<file path="src/rtl/acc2_pkg.sv">
package acc2_pkg;

  localparam int unsigned CODE_W = 4;

  localparam logic [CODE_W-1:0] C_LDA_IN  = 4'd1;
  localparam logic [CODE_W-1:0] C_MOV_RA  = 4'd2;
  localparam logic [CODE_W-1:0] C_OUT_R   = 4'd3;
  localparam logic [CODE_W-1:0] C_OUT_A   = 4'd4;
  localparam logic [CODE_W-1:0] C_LDR_IN  = 4'd5;
  localparam logic [CODE_W-1:0] C_LDA_IN2 = 4'd6;
  localparam logic [CODE_W-1:0] C_ADD     = 4'd7;
  localparam logic [CODE_W-1:0] C_OR      = 4'd8;
  localparam logic [CODE_W-1:0] C_AND     = 4'd9;
  localparam logic [CODE_W-1:0] C_NOT     = 4'd10;

  typedef enum logic [2:0] {
    ASEL_IN  = 3'd0,
    ASEL_ADD = 3'd1,
    ASEL_OR  = 3'd2,
    ASEL_AND = 3'd3,
    ASEL_NOT = 3'd4
  } a_sel_e;

  typedef enum logic {
    RSEL_IN  = 1'b0,
    RSEL_ACC = 1'b1
  } r_sel_e;

  typedef enum logic {
    OSEL_GR  = 1'b0,
    OSEL_ACC = 1'b1
  } o_sel_e;

  typedef struct packed {
    logic   a_we;
    a_sel_e a_sel;
    logic   r_we;
    r_sel_e r_sel;
    logic   o_we;
    o_sel_e o_sel;
  } ctrl_t;

endpackage

</file>
<file path="src/rtl/acc2_decode.sv">
module acc2_decode
  import acc2_pkg::*;
(
  input  logic              clk,
  input  logic              rst_n,
  input  logic [CODE_W-1:0] code,
  output ctrl_t             ctrl
);

  always_comb begin
    ctrl       = '0;
    ctrl.a_sel = ASEL_IN;
    ctrl.r_sel = RSEL_IN;
    ctrl.o_sel = OSEL_GR;
    case (code)
      C_LDA_IN, C_LDA_IN2: begin
        ctrl.a_we  = 1'b1;
        ctrl.a_sel = ASEL_IN;
      end
      C_MOV_RA: begin
        ctrl.r_we  = 1'b1;
        ctrl.r_sel = RSEL_ACC;
      end
      C_LDR_IN: begin
        ctrl.r_we  = 1'b1;
        ctrl.r_sel = RSEL_IN;
      end
      C_OUT_R: begin
        ctrl.o_we  = 1'b1;
        ctrl.o_sel = OSEL_GR;
      end
      C_OUT_A: begin
        ctrl.o_we  = 1'b1;
        ctrl.o_sel = OSEL_ACC;
      end
      C_ADD: begin
        ctrl.a_we  = 1'b1;
        ctrl.a_sel = ASEL_ADD;
      end
      C_OR: begin
        ctrl.a_we  = 1'b1;
        ctrl.a_sel = ASEL_OR;
      end
      C_AND: begin
        ctrl.a_we  = 1'b1;
        ctrl.a_sel = ASEL_AND;
      end
      C_NOT: begin
        ctrl.a_we  = 1'b1;
        ctrl.a_sel = ASEL_NOT;
      end
      default: ;
    endcase
  end

  AST_ONE_DEST: assert property (@(posedge clk) disable iff (!rst_n)
    $countones({ctrl.a_we, ctrl.r_we, ctrl.o_we}) <= 1);

endmodule

</file>
<file path="src/rtl/acc2_alu.sv">
module acc2_alu
  import acc2_pkg::*;
#(
  parameter int unsigned DATA_W = 8
) (
  input  a_sel_e            a_sel,
  input  logic [DATA_W-1:0] acc,
  input  logic [DATA_W-1:0] gr,
  input  logic [DATA_W-1:0] ext,
  output logic [DATA_W-1:0] result
);

  logic [DATA_W-1:0] sum;
  logic [DATA_W-1:0] or_v;
  logic [DATA_W-1:0] and_v;
  logic [DATA_W-1:0] inv_v;

  // Modulo-2^DATA_W adder: the carry out is dropped.
  assign sum = acc + gr;

  for (genvar b = 0; b < DATA_W; b++) begin : g_bit
    assign or_v[b]  = acc[b] | gr[b];
    assign and_v[b] = acc[b] & gr[b];
    assign inv_v[b] = ~acc[b];
  end

  always_comb begin
    case (a_sel)
      ASEL_ADD: result = sum;
      ASEL_OR:  result = or_v;
      ASEL_AND: result = and_v;
      ASEL_NOT: result = inv_v;
      default:  result = ext;
    endcase
  end

endmodule

</file>
<file path="src/rtl/acc2_state.sv">
module acc2_state
  import acc2_pkg::*;
#(
  parameter int unsigned DATA_W = 8
) (
  input  logic              clk,
  input  logic              rst_n,
  input  ctrl_t             ctrl,
  input  logic [DATA_W-1:0] a_new,
  input  logic [DATA_W-1:0] ext,
  output logic [DATA_W-1:0] acc_q,
  output logic [DATA_W-1:0] gr_q,
  output logic [DATA_W-1:0] out_q,
  output logic              vld_q
);

  logic [DATA_W-1:0] acc_d;
  logic [DATA_W-1:0] gr_d;
  logic [DATA_W-1:0] out_d;
  logic              vld_d;

  always_comb begin
    acc_d = acc_q;
    gr_d  = gr_q;
    out_d = out_q;
    vld_d = ctrl.o_we;
    if (ctrl.a_we) acc_d = a_new;
    if (ctrl.r_we) gr_d  = (ctrl.r_sel == RSEL_ACC) ? acc_q : ext;
    if (ctrl.o_we) out_d = (ctrl.o_sel == OSEL_ACC) ? acc_q : gr_q;
  end

  always_ff @(posedge clk or negedge rst_n) begin
    if (!rst_n) begin
      acc_q <= '0;
      gr_q  <= '0;
      out_q <= '0;
      vld_q <= 1'b0;
    end else begin
      acc_q <= acc_d;
      gr_q  <= gr_d;
      out_q <= out_d;
      vld_q <= vld_d;
    end
  end

endmodule

</file>
<file path="src/rtl/acc2_core.sv">
module acc2_core
  import acc2_pkg::*;
#(
  parameter int unsigned DATA_W = 8
) (
  input  logic              clk,
  input  logic              rst_n,
  input  logic [3:0]        instr_code,
  input  logic [DATA_W-1:0] data_in,
  output logic [DATA_W-1:0] data_out,
  output logic              out_valid
);

  ctrl_t             ctrl;
  logic [DATA_W-1:0] acc_q;
  logic [DATA_W-1:0] gr_q;
  logic [DATA_W-1:0] a_new;

  acc2_decode u_dec (
    .clk   (clk),
    .rst_n (rst_n),
    .code  (instr_code),
    .ctrl  (ctrl)
  );

  acc2_alu #(.DATA_W(DATA_W)) u_alu (
    .a_sel  (ctrl.a_sel),
    .acc    (acc_q),
    .gr     (gr_q),
    .ext    (data_in),
    .result (a_new)
  );

  acc2_state #(.DATA_W(DATA_W)) u_st (
    .clk   (clk),
    .rst_n (rst_n),
    .ctrl  (ctrl),
    .a_new (a_new),
    .ext   (data_in),
    .acc_q (acc_q),
    .gr_q  (gr_q),
    .out_q (data_out),
    .vld_q (out_valid)
  );

  logic is_out;
  logic is_nop;
  assign is_out = (instr_code == C_OUT_A) || (instr_code == C_OUT_R);
  assign is_nop = (instr_code == 4'd0) || (instr_code > C_NOT);

  AST_GR_KEEP: assert property (@(posedge clk) disable iff (!rst_n)
    (instr_code != C_MOV_RA && instr_code != C_LDR_IN) |=> $stable(gr_q));
  AST_ACC_KEEP: assert property (@(posedge clk) disable iff (!rst_n)
    (instr_code >= C_MOV_RA && instr_code <= C_LDR_IN) |=> $stable(acc_q));
  AST_OUT_FROM_ACC: assert property (@(posedge clk) disable iff (!rst_n)
    (instr_code == C_OUT_A) |=> (out_valid && data_out == $past(acc_q)));
  AST_OUT_FROM_GR: assert property (@(posedge clk) disable iff (!rst_n)
    (instr_code == C_OUT_R) |=> (out_valid && data_out == $past(gr_q)));
  AST_NOP_QUIET: assert property (@(posedge clk) disable iff (!rst_n)
    is_nop |=> ($stable(acc_q) && $stable(gr_q) && $stable(data_out)));
  AST_OUT_HOLD: assert property (@(posedge clk) disable iff (!rst_n)
    !is_out |=> ($stable(data_out) && !out_valid));

endmodule

</file>
<file path="config.mk">
export PLATFORM = sky130hd
export DESIGN_NAME = acc2_core
export DESIGN_NICKNAME = d
export VERILOG_FILES = /design/src/rtl/acc2_pkg.sv /design/src/rtl/acc2_decode.sv /design/src/rtl/acc2_alu.sv /design/src/rtl/acc2_state.sv /design/src/rtl/acc2_core.sv
export SDC_FILE = /design/constraint.sdc
export NUM_CORES = 1
export LEC_CHECK = 0
export BUFFER_PORTS_ARGS = -buffer_cell sky130_fd_sc_hd__buf_2
export CORE_AREA = 2 2 63 65
export DETAILED_ROUTE_END_ITERATION = 8
export DIE_AREA = 0 0 65 67
export GPL_ROUTABILITY_DRIVEN = 0
export GPL_TIMING_DRIVEN = 0
export PLACE_DENSITY = 0.81
export RECOVER_POWER = 50
export SLEW_MARGIN = 40
export SYNTH_ARGS = -nofsm -noshare
export SYNTH_HDL_FRONTEND = slang
export SYNTH_SLANG_ARGS = --single-unit
export TNS_END_PERCENT = 10
</file>
<file path="constraint.sdc">
create_clock -name clk -period 2.64 [get_ports clk]
set_input_delay 0.528 -clock clk [delete_from_list [all_inputs] [get_ports clk]]
set_output_delay 0.528 -clock clk [all_outputs]
set_load 0.005 [all_outputs]
</file>
Word level (Yosys, flattened, before mapping)
Cells that the tools add are included.

word-level totals
  register bits = 25
  input bits = 14
  logic and storage cells = 50

operators by class
  $add $sub $neg = 1
  equality and inequality tests = 14
  multiplexer cells = 6
  bitwise gates (word level) = 24
  reductions and logical operators = 1

operators by type and width
  kind                  number
  $pmux W8 S4           1
  $pmux W4 S5           1
  $eq A4 B3 Y1 const B  4
  $mux W8               2
  $eq A4 B4 Y1 const B  3
  $add A8 B8 Y8         1
  $and A1 B1 Y1         8
  $eq A4 B2 Y1 const B  2
  $not A1 Y1            8
  $or A1 B1 Y1          8
  $pmux W2 S2           2
  $eq A3 B2 Y1 const B  2
  $eq A4 B1 Y1 const B  1
  $eq A3 B1 Y1 const B  1
  $eq A3 B3 Y1 const B  1
  $reduce_or A2 Y1      1

Depth between registers and ports, before layout
  depth in word-level cells = 5
  mapped depth = 7
  gate-level depth less buffers = 7

By module
A second synthesis with hierarchy kept.

second synthesis, totals
  cell total of the unflattened synthesis = 251
  area total of the unflattened synthesis = 2169.6 um^2

modules (own cells, without submodules)
  module       instances  cells an instance  area each (um^2)  sequential area each (um^2)
  acc2_state   1          88                 1083.5            625.6
  acc2_alu     1          144                950.9             0.0
  acc2_decode  1          19                 135.1             0.0

Worst setup path after synthesis
OpenSTA, ideal clock, no wires.

  path type = register -> register
  start = reg u_st.acc_q[0]
  end = reg u_st.acc_q[6]
  setup time = 0.120 ns
  data arrival time = 1.761 ns
  required time = 2.520 ns
  setup slack = 0.758 ns
  stages on the path, launching flop included = 8
  path buffers = 0
  period minus slack after synthesis = 1.882 ns
  cell sequence = dfrtp_1 > ha_1 > fa_1 > a21oi_1 > o21ai_0 > mux2_2 > o21ai_0 > nand2_1

on the way
  cells in the longest elaborated chain, start to end = 2

RTL lines
  element                 RTL line          source
  from (decl)             acc2_state.sv:11  output logic [DATA_W-1:0] acc_q,
  from (signal assigned)  acc2_state.sv:34  acc_q <= '0;
  from (signal assigned)  acc2_state.sv:39  acc_q <= acc_d;
  $add A8 B8 Y8           acc2_alu.sv:19    assign sum = acc + gr;
  $pmux W8 S4             acc2_alu.sv:28    case (a_sel)

Every way passes these cells.
A chain may end at the register's enable or synchronous reset.

Worst setup path after layout
  start = reg u_st.acc_q[1]
  end = reg u_st.acc_q[7]

Same word-level chain as after synthesis.

==> impl_metrics.ini <==
[setup_path]
cp.arrival_ns = 2.29
crit_path_max_fanout = 7
startpoint_type = register
crit_type = reg2reg
crit_required_ns = 2.80
startpoint = u_st.acc_q[1]$_DFFE_PN0P_
rr_startpoint = u_st.acc_q[1]$_DFFE_PN0P_
end_kind = register

[floorplan]
start_util_pct = 57.2
io_pins = 23
die_h_um = 67
die_w_um = 65
core_um2 = 3610
die_area_um2 = 4360
rows = 22

[grt]
antenna_found_initial = 0
use_met1_pct = 35.7
grt_pass1_vias = 1744
grt_pass1_wl_mm = 8.40
grt_usage_pct = 25.4
busiest_layer = met2
met3_usage_pct = 3.04
grt_max_degree = 26
grtUsageMet2_pct = 38.5
grt.overflow.total = 0

[routing]
num_vias = 1800
wl_per_cell_um = 15.8
vias_per_cell = 5.81
wl_mm = 4.91
ant_nets = 0
first_pass_iters = 4
drc_errors = 0
drt_iter0_drc = 145

[pwr]
p_leak_uw = 0.00103
power_density_nw_per_um2 = 712
ir_drop_mv = 0.453

[cts]
htreeDepth = 1
cts_made_buffers = 3
ctsHoldBuffers = 0
clk_pin_slew_worst_paths_ns = 0.09
clk-insertion-delay-late_ns = 0.28
cts_setup_buffers = 0
cts_root_buf = clkbuf_8
clock_sinks = 25
ctsResizeCount = 0
clock_path_buffers = 2
cts_tree = built

[final_layout]
syn_to_final_growth_pct = 10.1
layout-drive-gt1-share_pct = 16.8
fin_area_um2 = 2270
fill_cells = 320
final_nets = 294
antenna_cells = 0

[logic_synthesis]
yosys_warnings = 0
synth-xor-area-share_pct = 1.70
yosysSeqAreaShare_pct = 30.3
synthSimpleGateAreaFrac_pct = 16.3
yosys.area_share.adder_pct = 10.7
synth_ff_type = dfrtp_1
synth_top_area_cell = dfrtp_1
synthMuxAreaShare_pct = 9.46
ys_ff_latch = 25
syn_inst = 237
synth_compound_area_share_pct = 23.6
synth_cell_types = 50
synthArstFlopShare_pct = 100
synth_top_area_share_pct = 30.3
synth_top_family_by_area = compound AO/OA/AOI/OAI gates
synth_edf_count = 0
avgSynthCellArea_um2 = 8.71
syn_area_um2 = 2060
synth.area.top_cells = dfrtp_1 (30%), ha_1 (9.7%), a21oi_1 (7.3%)
syn-num-nets = 268

[timing]
setup_tns_ns = 0
drv_slew = 0
period_share_pct = 80.7
rsz0062_at_grt = no
skew_ns = 0.00640
slew_headroom_pct = 10.2
clock.fmax_mhz = 469
tightestPinTransition_ns = 1.35
finalSetupViolCount = 0
fin_crit_ns = 2.13
hold_viol_final = 0

[place]
hpwl_mm = 3.63
port_buffers = 21
place_area_um2 = 2230

[job]
maxCapViolCount = 0

[status]
outcome = completed

[min_path]
hp-class = in2async
[flip-flops by register name, summed over array words and instances, names as in the netlist]
name / flops
u_st.gr_q: 8
u_st.vld_q: 1
u_st.acc_q: 8
u_st.out_q: 8
[cells in the mapped netlist, drive strengths merged, types with 4 or more instances]
cell,n
dfrtp,25
inv,21
nand2b,5
mux2i,16
o21ai,17
nor2,23
a21oi,32
ha,16
nand2,20
a211oi,4
buf,11
[cell type report]
| class | count | area, um2 | area share (%) |
|---|---|---|---|
| multi-input combinational | 180 | 1270 | 56.0 |
| sequential | 25 | 626 | 27.5 |
| timing repair buffer | 21 | 101 | 4.46 |
| buffer | 11 | 86.3 | 3.80 |
| inverter | 21 | 78.8 | 3.47 |
| tap | 48 | 60.1 | 2.64 |
| clock buffer | 3 | 41.3 | 1.82 |
| clock inverter | 1 | 5.00 | 0.220 |
[cells by family after synthesis]
logic type,Yosys count
AO/OA/AOI/OAI,77
XOR/XNOR,4
adder cells (fa/ha/maj),17
buffers and inverters,32
flip-flops,25
multiplexers,18
AND/OR/NAND/NOR,64
[power breakdown]
| group | total [uW] | switching [uW] | internal [uW] | leakage (uW) |
|---|---|---|---|---|
| clock network | 233 | 127 | 106 | 0.0000255 |
| registers | 598 | 108 | 490 | 0.000294 |
| logic | 787 | 423 | 364 | 0.000707 |
| total | 1620 | 658 | 959 | 0.00103 |
[cell usage in the layout, fill, tap and decap left out, types with 5 or more instances in the layout]
cell type,instances
buf_2,21
nand2b_1,5
dfrtp_1,25
a21oi_1,30
inv_1,21
buf_4,5
mux2i_1,15
o21ai_0,15
nand2_1,19
nor2_1,22
ha_1,16
[final timing paths]
path / endpoint / slack (ns) / cells after the start
max in group asynchronous: u_st.acc_q[4]$_DFFE_PN0P_ / 1.32 / 1
setup / recovery: u_st.acc_q[7]$_DFFE_PN0P_ / 0.51 / 7
setup reg to reg: u_st.acc_q[7]$_DFFE_PN0P_ / 0.51 / 7
hold reg to reg: u_st.out_q[0]$_DFFE_PN0P_ / 0.54 / 2
hold / removal: u_st.out_q[4]$_DFFE_PN0P_ / 0.54 / 1
min in group clk: u_st.out_q[0]$_DFFE_PN0P_ / 0.54 / 2
[layer usage]
layer / part of all wire [%] / vias to the layer above
li1: - / 881
met3: 5.6 / 12
met5: 0 / -
met4: 2.7 / 0
met1: 45 / 849
met2: 46 / 58
[per-stage QoR]
| stage | utilization, % | std cells | setup WS [ns] | hold WS, ns | total power [uW] |
|---|---|---|---|---|---|
| 3_5_place_dp | 61.8 | 306 | 0.497 | 0.512 | 1380 |
| 4_1_cts | 63.1 | 310 | 0.512 | 0.248 | 1620 |
| 3_3_place_gp | 61.8 | 306 | 0.557 | 0.510 | 1350 |
| 2_1_floorplan | - | 237 | 0.758 | 0.232 | 1180 |
| 6_report | 63.0 | 310 | 0.510 | 0.536 | 1620 |
| 5_1_grt | 63.0 | 310 | 0.351 | 0.566 | 1760 |
[worst max-delay path: stages, from the launching register on]
cell      delay (ns)
dfrtp_1         0.50
inv_1           0.08
ha_1            0.30
a211oi_2        0.08
o31ai_1         0.37
o22ai_1         0.18
xnor2_1         0.16
a221o_1         0.34
Note: power is estimated with default switching activity, not from simulation.
